--- src/rtl/evt_arb_pkg.sv ---
package evt_arb_pkg;
  localparam int EV_SMI   = 0;
  localparam int EV_NMI   = 1;
  localparam int EV_DBG   = 2;
  localparam int EV_INTR  = 3;
  localparam int EV_COUNT = 4;
  localparam int EDGE_SRC = 2;
  localparam int ES_SMI   = 0;
  localparam int ES_NMI   = 1;
  typedef logic [EV_COUNT-1:0] ev_vec_t;
endpackage

--- src/rtl/evt_edge_latch.sv ---
module evt_edge_latch #(
  parameter int W = 2
) (
  input  logic         clk,
  input  logic         rst_n,
  input  logic [W-1:0] lvl_i,
  input  logic [W-1:0] taken_i,
  output logic [W-1:0] pend_o
);
  logic [W-1:0] lvl_q;

  for (genvar gi = 0; gi < W; gi++) begin : g_src
    logic rise;
    assign rise = lvl_i[gi] & ~lvl_q[gi];
    always_ff @(posedge clk) begin
      if (!rst_n) begin
        lvl_q[gi]  <= 1'b0;
        pend_o[gi] <= 1'b0;
      end else begin
        lvl_q[gi]  <= lvl_i[gi];
        pend_o[gi] <= rise | (pend_o[gi] & ~taken_i[gi]);
      end
    end

    // a pending request disappears only through a take
    p_pend_hold_r3: assert property (@(posedge clk) disable iff (!rst_n)
      pend_o[gi] && !taken_i[gi] |=> pend_o[gi]);
  end
endmodule

--- src/rtl/evt_priority_pick.sv ---
module evt_priority_pick #(
  parameter int N = 4
) (
  input  logic [N-1:0] req_i,
  output logic [N-1:0] grant_o
);
  for (genvar gi = 0; gi < N; gi++) begin : g_pick
    if (gi == 0) begin : g_top
      assign grant_o[gi] = req_i[gi];
    end else begin : g_rest
      assign grant_o[gi] = req_i[gi] & ~(|req_i[gi-1:0]);
    end
  end

  always_comb begin
    p_grant_onehot_r1: assert ($onehot0(grant_o));
  end
endmodule

--- src/rtl/evt_state_track.sv ---
module evt_state_track (
  input  logic clk,
  input  logic rst_n,
  input  logic take_smi_i,
  input  logic take_nmi_i,
  input  logic iret_i,
  input  logic rsm_i,
  output logic in_smm_o,
  output logic nmi_blk_o
);
  logic shadow_blk;
  logic rsm_eff;

  assign rsm_eff = rsm_i & in_smm_o;

  always_ff @(posedge clk) begin
    if (!rst_n) begin
      in_smm_o   <= 1'b0;
      nmi_blk_o  <= 1'b0;
      shadow_blk <= 1'b0;
    end else begin
      if (take_smi_i) begin
        in_smm_o   <= 1'b1;
        nmi_blk_o  <= 1'b1;
        shadow_blk <= nmi_blk_o;
      end else if (rsm_eff) begin
        in_smm_o  <= 1'b0;
        nmi_blk_o <= shadow_blk & ~iret_i;
      end else if (take_nmi_i) begin
        nmi_blk_o <= 1'b1;
      end else if (iret_i) begin
        nmi_blk_o <= 1'b0;
        if (in_smm_o) shadow_blk <= 1'b0;
      end
    end
  end

  // management entry raises residency and blocking
  p_smm_entry_r5: assert property (@(posedge clk) disable iff (!rst_n)
    take_smi_i |=> in_smm_o && nmi_blk_o);
  // resume leaves management mode
  p_smm_exit_r5: assert property (@(posedge clk) disable iff (!rst_n)
    in_smm_o && rsm_i && !take_smi_i |=> !in_smm_o);
  // a non-maskable take raises blocking
  p_nmi_sets_blk_r4: assert property (@(posedge clk) disable iff (!rst_n)
    take_nmi_i && !rsm_eff |=> nmi_blk_o);
  // interrupt-return in management mode clears blocking
  p_iret_smm_r8: assert property (@(posedge clk) disable iff (!rst_n)
    in_smm_o && iret_i && !take_nmi_i && !take_smi_i && !rsm_i |=> !nmi_blk_o);
endmodule

--- src/rtl/evt_arbiter.sv ---
module evt_arbiter
  import evt_arb_pkg::*;
(
  input  logic clk,
  input  logic rst_n,
  input  logic smi_i,
  input  logic nmi_i,
  input  logic dbg_i,
  input  logic intr_i,
  input  logic intr_en_i,
  input  logic boundary_i,
  input  logic iret_ret_i,
  input  logic rsm_ret_i,
  output logic take_smi_o,
  output logic take_nmi_o,
  output logic take_dbg_o,
  output logic take_intr_o,
  output logic in_smm_o,
  output logic nmi_blocked_o,
  output logic nmi_pending_o,
  output logic smi_pending_o
);
  logic [EDGE_SRC-1:0] edge_lvl, edge_taken, edge_pend;
  ev_vec_t elig, grant;
  logic in_smm, nmi_blk;

  assign edge_lvl[ES_SMI]   = smi_i;
  assign edge_lvl[ES_NMI]   = nmi_i;
  assign edge_taken[ES_SMI] = grant[EV_SMI];
  assign edge_taken[ES_NMI] = grant[EV_NMI];

  evt_edge_latch #(.W(EDGE_SRC)) u_latch (
    .clk(clk), .rst_n(rst_n), .lvl_i(edge_lvl),
    .taken_i(edge_taken), .pend_o(edge_pend)
  );

  always_comb begin
    elig          = '0;
    elig[EV_SMI]  = boundary_i & edge_pend[ES_SMI] & ~in_smm;
    elig[EV_NMI]  = boundary_i & edge_pend[ES_NMI] & ~nmi_blk;
    elig[EV_DBG]  = boundary_i & dbg_i;
    elig[EV_INTR] = boundary_i & intr_i & intr_en_i & ~in_smm;
  end

  evt_priority_pick #(.N(EV_COUNT)) u_pick (.req_i(elig), .grant_o(grant));

  evt_state_track u_state (
    .clk(clk), .rst_n(rst_n),
    .take_smi_i(grant[EV_SMI]), .take_nmi_i(grant[EV_NMI]),
    .iret_i(iret_ret_i), .rsm_i(rsm_ret_i),
    .in_smm_o(in_smm), .nmi_blk_o(nmi_blk)
  );

  assign take_smi_o    = grant[EV_SMI];
  assign take_nmi_o    = grant[EV_NMI];
  assign take_dbg_o    = grant[EV_DBG];
  assign take_intr_o   = grant[EV_INTR];
  assign in_smm_o      = in_smm;
  assign nmi_blocked_o = nmi_blk;
  assign nmi_pending_o = edge_pend[ES_NMI];
  assign smi_pending_o = edge_pend[ES_SMI];

  // no take without a boundary
  p_take_at_bnd_r1: assert property (@(posedge clk) disable iff (!rst_n)
    (take_smi_o || take_nmi_o || take_dbg_o || take_intr_o) |-> boundary_i);
  // one take at most
  p_take_onehot_r1: assert property (@(posedge clk) disable iff (!rst_n)
    $onehot0({take_intr_o, take_dbg_o, take_nmi_o, take_smi_o}));
  // no management interrupt while resident
  p_no_smi_in_smm_r7: assert property (@(posedge clk) disable iff (!rst_n)
    in_smm_o |-> !take_smi_o);
  // no maskable interrupt while resident
  p_no_intr_in_smm_r10: assert property (@(posedge clk) disable iff (!rst_n)
    in_smm_o |-> !take_intr_o);
  // non-maskable take only when unblocked
  p_nmi_unblocked_r4: assert property (@(posedge clk) disable iff (!rst_n)
    take_nmi_o |-> !nmi_blocked_o);
endmodule

--- config.mk ---
export PLATFORM = sky130hd
export DESIGN_NAME = evt_arbiter
export DESIGN_NICKNAME = d
export VERILOG_FILES = /design/src/rtl/evt_arb_pkg.sv /design/src/rtl/evt_edge_latch.sv /design/src/rtl/evt_priority_pick.sv /design/src/rtl/evt_state_track.sv /design/src/rtl/evt_arbiter.sv
export SDC_FILE = /design/constraint.sdc
export NUM_CORES = 1
export LEC_CHECK = 0
export BUFFER_PORTS_ARGS = -buffer_cell sky130_fd_sc_hd__buf_4
export CORE_AREA = 8 8 45 47
export DETAILED_ROUTE_END_ITERATION = 8
export DIE_AREA = 0 0 53 55
export PLACE_DENSITY = 0.61
export SLEW_MARGIN = 20
export SYNTH_ARGS = -nofsm -noshare
export SYNTH_HDL_FRONTEND = slang
export SYNTH_SLANG_ARGS = --single-unit
--- constraint.sdc ---
create_clock -name clk -period 1.26 [get_ports clk]
set_input_delay 0.126 -clock clk [delete_from_list [all_inputs] [get_ports clk]]
set_output_delay 0.126 -clock clk [all_outputs]
set_load 0.02 [all_outputs]
Word-level counts from Yosys, hierarchy flattened
Index checks and enable logic that the tools add are counted.
{ "word_totals": {"input_bits": 10, "regBits": 7, "out_inout_bits": 8} }
{ "op_classes": {"n_reduce_logical": 7, "mux": 11, "eq_ne": 2, "bitwise": 28} }
{ "ops": {"columns": ["operator", "n"], "rows": [
  ["1-bit AND", 17],
  ["1-bit 2-to-1 mux", 11],
  ["1-bit inverter", 9],
  ["2-bit nonzero test", 3],
  ["2-bit != test, second input constant", 2],
  ["4-bit AND reduction", 1],
  ["4-bit nonzero test", 1],
  ["3-bit OR reduction", 1],
  ["1-bit bitwise OR", 2],
  ["2-bit OR reduction", 1]
]} }

Depth between registers and ports, before layout
Gate-level depths: netlist of the first run.
{ "depth": {"ltp_word": 7, "depth_mapped": 4, "mapped_depth_nobuf": 3} }

By module
From an unflattened synthesis of the first run, not the netlist that was laid out.
{ "unflattened": {"hier_cells": 35, "area_unflattened_um2": 355.3} }
{ "by_module_without_submodules": {"columns": ["mod", "area_per_inst_um2", "cells_per_inst", "instances", "seq_area_each_um2"], "rows": [
  ["evt_state_track", 145.1, 15, 1, 60.1],
  ["evt_edge_latch", 136.4, 12, 1, 80.1],
  ["evt_arbiter", 37.5, 4, 1, 0.0],
  ["evt_priority_pick", 36.3, 4, 1, 0.0]
]} }

Worst setup path before layout of the first run
Ideal clock, no wire load.
{ "synth_timing": {"kind": "register to output", "start": "register u_state.in_smm_o", "end": "output port take_intr_o", "t_required_ns": 1.134, "setup_slack_ns": -0.327, "arrival_ns": 1.461, "path_stages_with_launch": 4, "cell_sequence": "dfxtp_1 > nand2b_1 > nand3b_1 > nor4_1"} }
{ "synth_between": {"elab_chain_len": 5} }
{ "synth_lines": {"columns": ["item", "line", "rtl"], "rows": [
  ["from (decl)", "evt_state_track.sv:8", "output logic in_smm_o,"],
  ["from (signal assigned)", "evt_state_track.sv:18", "in_smm_o <= 1'b0;"],
  ["from (signal assigned)", "evt_state_track.sv:23", "in_smm_o <= 1'b1;"],
  ["from (signal assigned)", "evt_state_track.sv:27", "in_smm_o <= 1'b0;"],
  ["1-bit inverter *", "evt_arbiter.sv:39, evt_arbiter.sv:42", null],
  ["1-bit AND", "evt_arbiter.sv:39", "elig[EV_SMI] = boundary_i & edge_pend[ES_SMI] & ~in_smm;"],
  ["3-bit OR reduction", "evt_priority_pick.sv:11", "assign grant_o[gi] = req_i[gi] & ~(|req_i[gi-1:0]);"],
  ["1-bit inverter", "evt_priority_pick.sv:11", null],
  ["1-bit AND *", "evt_priority_pick.sv:11", null],
  ["to (decl)", "evt_arbiter.sv:17", "output logic take_intr_o,"]
]} }
Mark *: on every way between the ends. The rest lies on a longest branch, timed or not.

Final worst setup path of the first run
{ "layout_timing": {"start": "register u_latch.pend_o[1]", "end": "output port take_intr_o"} }
{ "layout_between": {"elab_chain_len": 5} }
{ "layout_lines": {"columns": ["item", "line", "rtl"], "rows": [
  ["from (decl)", "evt_edge_latch.sv:8", "output logic [W-1:0] pend_o"],
  ["from (signal, indexed assignment)", "evt_edge_latch.sv:21", "pend_o[gi] <= rise | (pend_o[gi] & ~taken_i[gi]);"],
  ["1-bit AND (2 in a row)", "evt_arbiter.sv:40", "elig[EV_NMI] = boundary_i & edge_pend[ES_NMI] & ~nmi_blk;"],
  ["3-bit OR reduction", "evt_priority_pick.sv:11", null],
  ["1-bit inverter", "evt_priority_pick.sv:11", null],
  ["1-bit AND", "evt_priority_pick.sv:11", null]
]} }
No other way between the ends.

==> out/results.txt, run 1 <==
At the end of routability-driven placement, the weighted congestion stood at 0.722. The number of standard cells in the layout, taps in and fillers out is 83, and the relative area change from synthesis to final layout is 76.8%. The tools report the cell at the root of the clock tree as sky130_fd_sc_hd__clkbuf_4. The logs give -0.155 ns for the worst path setup slack after routing and 41.2% for the sequential fraction of the synthesis area.

The clock slew at the register clock pins of the worst setup and hold paths is 0.05 ns. The tools report the number of synthesis warnings as 0. After synthesis, the cell types taking the most area are sky130_fd_sc_hd__dfxtp_1 41%, sky130_fd_sc_hd__a31oi_1 7.4%, sky130_fd_sc_hd__inv_1 6.6%, sky130_fd_sc_hd__and2_1 3.7%, sky130_fd_sc_hd__nand2b_1 3.7%.

The number of hold buffers added after CTS came out at 0. The global-route usage over all layers is 6.46%, and the worst-margin pin slew is 0.188 ns. Area of the mapped netlist: 340 sq um.

Summed over all layers, the routed wires come to 942 um. For the half-perimeter wire length after placement, the log shows 750 um. The detail route stage leaves a number of antenna-violating nets equal to 0. The run gives 34.6% as the part of the power in the clock network. Overall power of the completed layout: 0.602 mW. Setup repair after global routing could not meet its margin everywhere. The number of enable flip-flop cells after synthesis was 0. The run gives 42 as the synthesized netlist cell count. The die span in y was 55 um; the share of the core filled with cells in the final layout was 43.5%.

The tools report the number of antenna violations at the first check in global routing as 0. The worst setup path is captured at an output port. The maximum count of clock buffers along a single path came out at 2.

Between clock sinks in the finished design, the worst skew comes to 0.00376 ns. The worst setup path is launched from a register. The count of final max-slew check failures was 0; the number of nets in the synthesized netlist was 52. The checks that failed: setup timing.

Of all flip-flops after synthesis, the portion carrying an async set or reset was 0%. In the routed design, unresolved DRC markers number 0. For this design the total switching power over the nets is 0.165 mW.

sky130_fd_sc_hd__dfxtp_1 is the most common cell in the netlist. The setup slack at placement is 0.0314 ns, and the number of placed instances, taps included is 77. Number of hold-slack violations in the final timing report: 0. During I/O placement, the number of pins put on the boundary was 18. The total of max-cap violations was 0; the post-detailed-route wirelength per cell was 11.3 um. The fraction of power consumed by combinational cells is 24.7%. Fill cells in the final layout number 147. The number of vias in the routed layout is 383, and the largest fanout on the critical path is 2. The run gives 0.25 ns as the clock network latency to the later pin of the worst-skew pair.

The internal portion of the total power is 0.437 mW. The worst endpoint required time is 1.13 ns. Cell type with the highest aggregate area in the netlist: sky130_fd_sc_hd__dfxtp_1.

The count of port buffers added during placement is 17. The horizontal die dimension was 53 um; the total inserted antenna cells was 0. Flip-flop and latch count after synthesis: 7. The worst-case IR drop observed on VDD is 413 uV. The first global-routing pass estimated 1390 um of wire. The run gives -0.294 ns as the setup TNS. The maximum clock frequency is 0.707 GHz. The total overflow left after global routing is 0. In this run, the number of DRC markers left after iteration 0 of detailed routing was 8.

The synthesized area divided by synthesized cell count works out to 8.10 sq um. The core region is 1380 sq um. The number of buffers added by the clock tree synthesis step is 3, and the power density of the placed cells is 1000 nW/um^2. The starting utilization of the core area came out at 24.6%. The static power due to leakage is 0.272 nW. For the worst relative slew slack, the log shows 87.3%.

TritonCTS built the clock tree. The detail-routed via count per cell was 4.61. The total number of clock tree sinks was 7; the share of post-route cells with drive strength above 1 was 52.2%. The portion of synthesized cell area occupied by the leading cell type was 41.2%. The flow ran to the end, but the final reports show violations.

Detailed-routing iteration count for the pre-antenna-repair pass: 4. The via count of the first global-routing pass came out at 346. The count of standard-cell rows is 14, and the arrival time of the worst setup path is 1.29 ns. Yosys mapped the design onto 21 distinct sky130hd cell types. Sequential cells burn 40.7% of the power. The die covers 2920 sq um.

After synthesis, the most frequently instantiated cells are 7 x sky130_fd_sc_hd__dfxtp_1, 6 x sky130_fd_sc_hd__inv_1, 4 x sky130_fd_sc_hd__a31oi_1. Entering global routing, the biggest net connects 8 pins. The prevailing post-synth register cell was sky130_fd_sc_hd__dfxtp_1. The type of the most critical hold path was primary input to register. The logs give 1 for the H-tree level count and 78 for the number of nets in the layout. The final critical-path share of the clock period is 112%, and the final count of negative-setup-slack endpoints is 2. Net switching is 27.5% of the power.

The time the final worst path needs with I/O delays and setup is 1.41 ns. By startpoint and endpoint, the worst setup path is classified as register to output port.
==> state kept, by name, summed over array words and instances, names as in the netlist <==
signal and count:
u_state.in_smm_o 1, u_state.nmi_blk_o 1, u_state.shadow_blk 1, u_latch.lvl_q 2, u_latch.pend_o 2
==> stage by stage <==
| stage | cell area, sq um | hold slack (ns) |
|---|---|---|
| floorplan | 364 | 0.243 |
| global placement | 523 | 0.336 |
| detailed placement | 523 | 0.341 |
| CTS | 591 | 0.0833 |
| global route | 602 | 0.0860 |
| finish | 602 | 0.0836 |
==> power by group through the flow <==
stage | logic (mW) | clock network (mW) | registers, mW
3_5_place_dp | 0.126 | 0 | 0.248
2_1_floorplan | 0.0515 | 0 | 0.258
5_1_grt | 0.161 | 0.229 | 0.247
3_3_place_gp | 0.126 | 0 | 0.247
4_1_cts | 0.144 | 0.214 | 0.245
6_report | 0.149 | 0.208 | 0.245
==> worst max-delay path, cell delays in order (launching register included) <==
cell,delay [ns]
sky130_fd_sc_hd__dfxtp_2,0.31
sky130_fd_sc_hd__nor2b_4,0.11
sky130_fd_sc_hd__nand3b_1,0.21
sky130_fd_sc_hd__nor4_4,0.23
sky130_fd_sc_hd__buf_4,0.18
==> area by class of cell <==
| type | count | area (sq um) | share of cell area (%) |
|---|---|---|---|
| multi-input cells | 28 | 209 | 34.7 |
| flip-flops and latches | 7 | 148 | 24.5 |
| clock buffers | 4 | 26.3 | 4.37 |
| inverters | 6 | 22.5 | 3.74 |
| repair buffers | 22 | 176 | 29.3 |
| well taps | 16 | 20.0 | 3.33 |
==> metal layers <==
metal / track usage [%] / vias up / wire [um]
met3: 1.87 / 2 / 119
met2: 8.59 / 23 / 402
met1: 7.93 / 164 / 414
met4: 6.47 / 0 / 6
li1: - / 194 / -
met5: 0 / - / 0
==> path summary, 6_finish.rpt <==
| kind | startpoint | end | slack, ns | depth (start not counted) |
|---|---|---|---|---|
| setup / recovery | u_latch.pend_o[1]$_SDFF_PN0_ | take_intr_o | -0.15 | 4 |
| setup reg to reg | u_state.in_smm_o$_SDFFE_PN0P_ | u_state.shadow_blk$_SDFFE_PN0P_ | 0.08 | 4 |
| hold / removal | nmi_i | u_latch.lvl_q[1]$_SDFF_PN0_ | 0.08 | 2 |
| hold reg to reg | u_latch.lvl_q[0]$_SDFF_PN0_ | u_latch.pend_o[0]$_SDFF_PN0_ | 0.49 | 2 |
==> repair_timing <==
item,CTS,global route
setup endpoints to repair,3,3
resized for setup,6,3
setup buffers,3,0
gates cloned,0,0
pin swaps,1,1
==> cells by family after synthesis <==
| family | count (synthesis) | share of synthesized area, % |
|---|---|---|
| compound gates | 8 | 15.1 |
| buf+inv | 7 | 9.93 |
| flops | 7 | 41.2 |
| simple gates | 20 | 33.8 |
==> cell usage in the layout (no fill, tap or decap) <==
| cell type | instances |
|---|---|
| sky130_fd_sc_hd__buf_4 | 19 |
| sky130_fd_sc_hd__inv_1 | 6 |
| sky130_fd_sc_hd__a31oi_1 | 4 |
| sky130_fd_sc_hd__nand2_1 | 3 |
| sky130_fd_sc_hd__clkbuf_4 | 3 |
| sky130_fd_sc_hd__buf_6 | 3 |
| sky130_fd_sc_hd__dfxtp_1 | 3 |
| sky130_fd_sc_hd__dfxtp_2 | 3 |
| sky130_fd_sc_hd__nor2_1 | 2 |
| sky130_fd_sc_hd__and2_1 | 2 |
| sky130_fd_sc_hd__and3b_1 | 1 |
| sky130_fd_sc_hd__nand2b_4 | 1 |
| sky130_fd_sc_hd__nor2b_4 | 1 |
| sky130_fd_sc_hd__and3_4 | 1 |
| sky130_fd_sc_hd__nand3b_1 | 1 |
| sky130_fd_sc_hd__nor2_4 | 1 |
| sky130_fd_sc_hd__nor4_4 | 1 |
| sky130_fd_sc_hd__nand2b_1 | 1 |
| sky130_fd_sc_hd__o21ai_0 | 1 |
| sky130_fd_sc_hd__a21oi_1 | 1 |
| sky130_fd_sc_hd__nand3_1 | 1 |
| sky130_fd_sc_hd__or3_1 | 1 |
| sky130_fd_sc_hd__nor2b_2 | 1 |
| sky130_fd_sc_hd__a211o_1 | 1 |
| sky130_fd_sc_hd__nand4_1 | 1 |
| sky130_fd_sc_hd__nor2b_1 | 1 |
| sky130_fd_sc_hd__o21a_1 | 1 |
| sky130_fd_sc_hd__clkbuf_1 | 1 |
| sky130_fd_sc_hd__dfxtp_4 | 1 |
Power figures use the tool's default switching activity.
==> run 2: changes to the inputs <==
==> constraint.sdc (replaced) <==
create_clock -name clk -period 1.68 [get_ports clk]
set_input_delay 0.168 -clock clk [delete_from_list [all_inputs] [get_ports clk]]
set_output_delay 0.168 -clock clk [all_outputs]
set_load 0.02 [all_outputs]
==> run 2 against run 1 <==
  * The run now ends clean
  * Sequential share of layout area grew 3.3 points
  * Clock power shrank 27%
  * Global-route usage grew 0.051 points
  * Total power shrank 31%
  * Sequential power shrank 25%
  * Cell count shrank 6.0%
  * Die area is the same
  * Critical path depth is the same
  * Combinational power shrank 45%
  * Flip-flop and latch count is the same
  * Clock-buffer cell count is the same
  * First-iteration DRC count grew 13%
  * Critical path type unchanged
  * Critical endpoint unchanged
  * Largest power group unchanged
==> out/results.txt, run 2 (synthesized netlist as in run 1, its figures left out) <==
Pin count of the biggest net entering global routing: 8 (unchanged). For the share of power burned in registers, the log shows 44.0% (was 40.7%). For the number of hold buffers added after CTS, the log shows 0 (unchanged). CP Cell Sequence: nand2b_1 -> nand3b_1 -> nor4_1 -> buf_4 (was nor2b_4 -> nand3b_1 -> nor4_4 -> buf_4). The clock slew at the register clock pins of the worst setup and hold paths was 0.05 ns (about the same); the via count of the first global-routing pass was 333 (was 346). Most used cells in the layout excluding fill and tap cells: 17 x sky130_fd_sc_hd__buf_4, 7 x sky130_fd_sc_hd__dfxtp_1, 6 x sky130_fd_sc_hd__inv_1, 4 x sky130_fd_sc_hd__a31oi_1 (was 19 x sky130_fd_sc_hd__buf_4, 6 x sky130_fd_sc_hd__inv_1, 4 x sky130_fd_sc_hd__a31oi_1). The total number of clock tree sinks is 7 (unchanged), and the post-CTS repair timing setup buffer count is 0 (was 3). Relative area change from synthesis to final layout: 47.8% (was 76.8%). Count of standard-cell rows: 14 (unchanged). The cell at the root of the clock tree was sky130_fd_sc_hd__clkbuf_4 (unchanged). The tools report the number of buffers added by the clock tree synthesis step as 3 (unchanged). The kind of critical path was register to output port (unchanged).

The largest fanout on the critical path came out at 7 (was 2). The clock network latency to the later pin of the worst-skew pair is 0.25 ns (about the same). The arrival time of the worst setup path came out at 1.38 ns (was 1.29 ns). The tools report the number of hold-slack violations in the final timing report as 0 (unchanged). The tools report the final count of negative-setup-slack endpoints as 0 (was 2). The horizontal die dimension was 53 um (unchanged).

Sort of element at the end of the critical path: an output port (unchanged). The violation count after the first detailed-routing iteration was 9 (was 8); the static power due to leakage was 0.238 nW (was 0.272 nW). The worst endpoint required time was 1.51 ns (was 1.13 ns). The global placement routability congestion is 0.785 (was 0.722), and the residual antenna-violating net count after detailed routing is 0 (unchanged). The run gives 862 um (was 942 um) as the total wire length.

For the internal power of the cells, the log shows 0.307 mW (was 0.437 mW). The maximum count of clock buffers along a single path was 2 (unchanged); the detailed-routing iteration count for the pre-antenna-repair pass was 3 (was 4). Setup repair after global routing left no endpoint under its margin. The commonest non-fill, non-tap cell in the layout is sky130_fd_sc_hd__buf_4 (unchanged). The detail-routed via count per cell is 4.44 (was 4.61), and the final critical-path share of the clock period is 91.9%. The number of nets in the layout is 73 (was 78). The part of the power in the clock network was 36.3% (was 34.6%).

The kind of cell adding the most delay to the critical path is simple AND/OR/NAND/NOR gates (unchanged). The worst-margin pin slew is 0.285 ns (was 0.188 ns). The total inserted antenna cells was 0 (unchanged); the number of vias in the routed layout was 346 (was 383).

The worst path needs 1.54 ns of the cycle, external delays included. The tools report the total DRC errors in the routed layout as 0 (unchanged). The count of port buffers added during placement works out to 17 (unchanged). The global-route usage over all layers came out at 6.51% (was 6.46%). The run gives 1 (unchanged) as the H-tree level count. The worst-case clock skew is 0.00405 ns (was 0.00376 ns). The post-detailed-route wirelength per cell came out at 11.1 um (was 11.3 um).

Cell with the largest stage delay on the worst path: sky130_fd_sc_hd__dfxtp_1 (was sky130_fd_sc_hd__dfxtp_2). The kind of launch point of the worst setup path was a register (unchanged). The proportion of total power due to net switching is 26.0% (was 27.5%). The type of the most critical hold path was primary input to register (unchanged). The peak per-stage delay on the critical path works out to 0.40 ns (was 0.31 ns). The number of placed instances, taps included was 74 (was 77). The tools report the wire length of the first global-routing pass as 1350 um (was 1390 um). Top flop regs: u_latch.lvl_q (2), u_latch.pend_o (2) (unchanged). Total of cells resized after clock tree synthesis: 0 (was 6). For the worst relative slew slack, the log shows 81.0% (was 87.3%). The net switching power was 0.108 mW (was 0.165 mW); the share of post-route cells with drive strength above 1 was 33.9% (was 52.2%).

The floorplan die area is 2920 sq um (unchanged). The number of top-level design ports was 18 (unchanged); the number of standard cells in the layout, taps in and fillers out was 78 (was 83). TritonCTS built the clock tree. The overall power of the completed layout is 0.415 mW (was 0.602 mW), and the half-perimeter wire length after placement is 723 um (was 750 um). The run gives 0 (unchanged) as the overflow left after global routing. The logs give 19.7% (was 24.7%) for the fraction of power consumed by combinational cells and 0.648 GHz for the maximum clock frequency. The die span in y was 55 um (unchanged). The count of buffer and inverter cells on the critical path was 1 (unchanged). For the setup TNS, the log shows 0 ns (was -0.294 ns). The area of the core was 1380 sq um (unchanged); the number of antenna violations at the first check in global routing was 0 (unchanged). Starting utilization of the core area: 24.6% (unchanged). The run finished with clean final reports. The total of max-cap violations was 0 (unchanged); the count of final max-slew check failures was 0 (unchanged). Peak supply drop: 315 uV (was 413 uV).

The power density of the placed cells was 826 nW/um^2 (was 1000 nW/um^2).
run 2: cell types whose count changed in the layout (fill, tap and decap cells not counted), moves of 2 or more:
| cell | change |
|---|---|
| sky130_fd_sc_hd__dfxtp_1 | +4 |
| sky130_fd_sc_hd__buf_6 | -3 |
| sky130_fd_sc_hd__dfxtp_2 | -3 |
| sky130_fd_sc_hd__buf_4 | -2 |
run 2: power by group through the flow:
stage | registers, mW | clock network (mW) | logic, mW
final | 0.183 | 0.151 | 0.0819
after global routing | 0.184 | 0.171 | 0.0874
after CTS | 0.182 | 0.160 | 0.0828
after detailed placement | 0.186 | 0 | 0.0827
after global placement | 0.186 | 0 | 0.0818
after floorplan | 0.193 | 0 | 0.0353
run 2: final cells by class:
cell class | instances | area (sq um)
clock buffers | 4 | 26.3
repair buffers | 17 | 128
multi-input cells | 28 | 166
fillers | 156 | 881
flip-flops and latches | 7 | 140
well taps | 16 | 20.0
inverters | 6 | 22.5
run 2: metrics by stage:
stage	area [sq um]	setup slack, ns	util (%)	hold slack, ns
floorplan	340	0.0511	-	0.286
global route	503	0.00668	36.3	0.125
global placement	477	0.422	34.4	0.381
finish	503	0.136	36.3	0.129
detailed placement	477	0.402	34.4	0.383
CTS	503	0.124	36.3	0.121
run 2: routing by layer:
metal  share of wire, %  global-route usage [%]  vias to the layer above  routed length [um]
li1                   -                       -                      184                   -
met1                 42                    5.94                      147                 361
met2                 43                    9.57                       15                 373
met3                 15                    4.28                        0                 127
met4                  0                    6.47                        0                   0
met5                  0                       0                        -                   0
run 2: worst paths after layout:
kind | start | depth (start not counted) | to | slack [ns]
setup / recovery | u_state.in_smm_o$_SDFFE_PN0P_ | 4 | take_intr_o | 0.14
hold / removal | nmi_i | 2 | u_latch.lvl_q[1]$_SDFF_PN0_ | 0.13
hold reg to reg | u_state.shadow_blk$_SDFFE_PN0P_ | 2 | u_state.shadow_blk$_SDFFE_PN0P_ | 0.50
setup reg to reg | u_state.in_smm_o$_SDFFE_PN0P_ | 3 | u_state.shadow_blk$_SDFFE_PN0P_ | 0.52
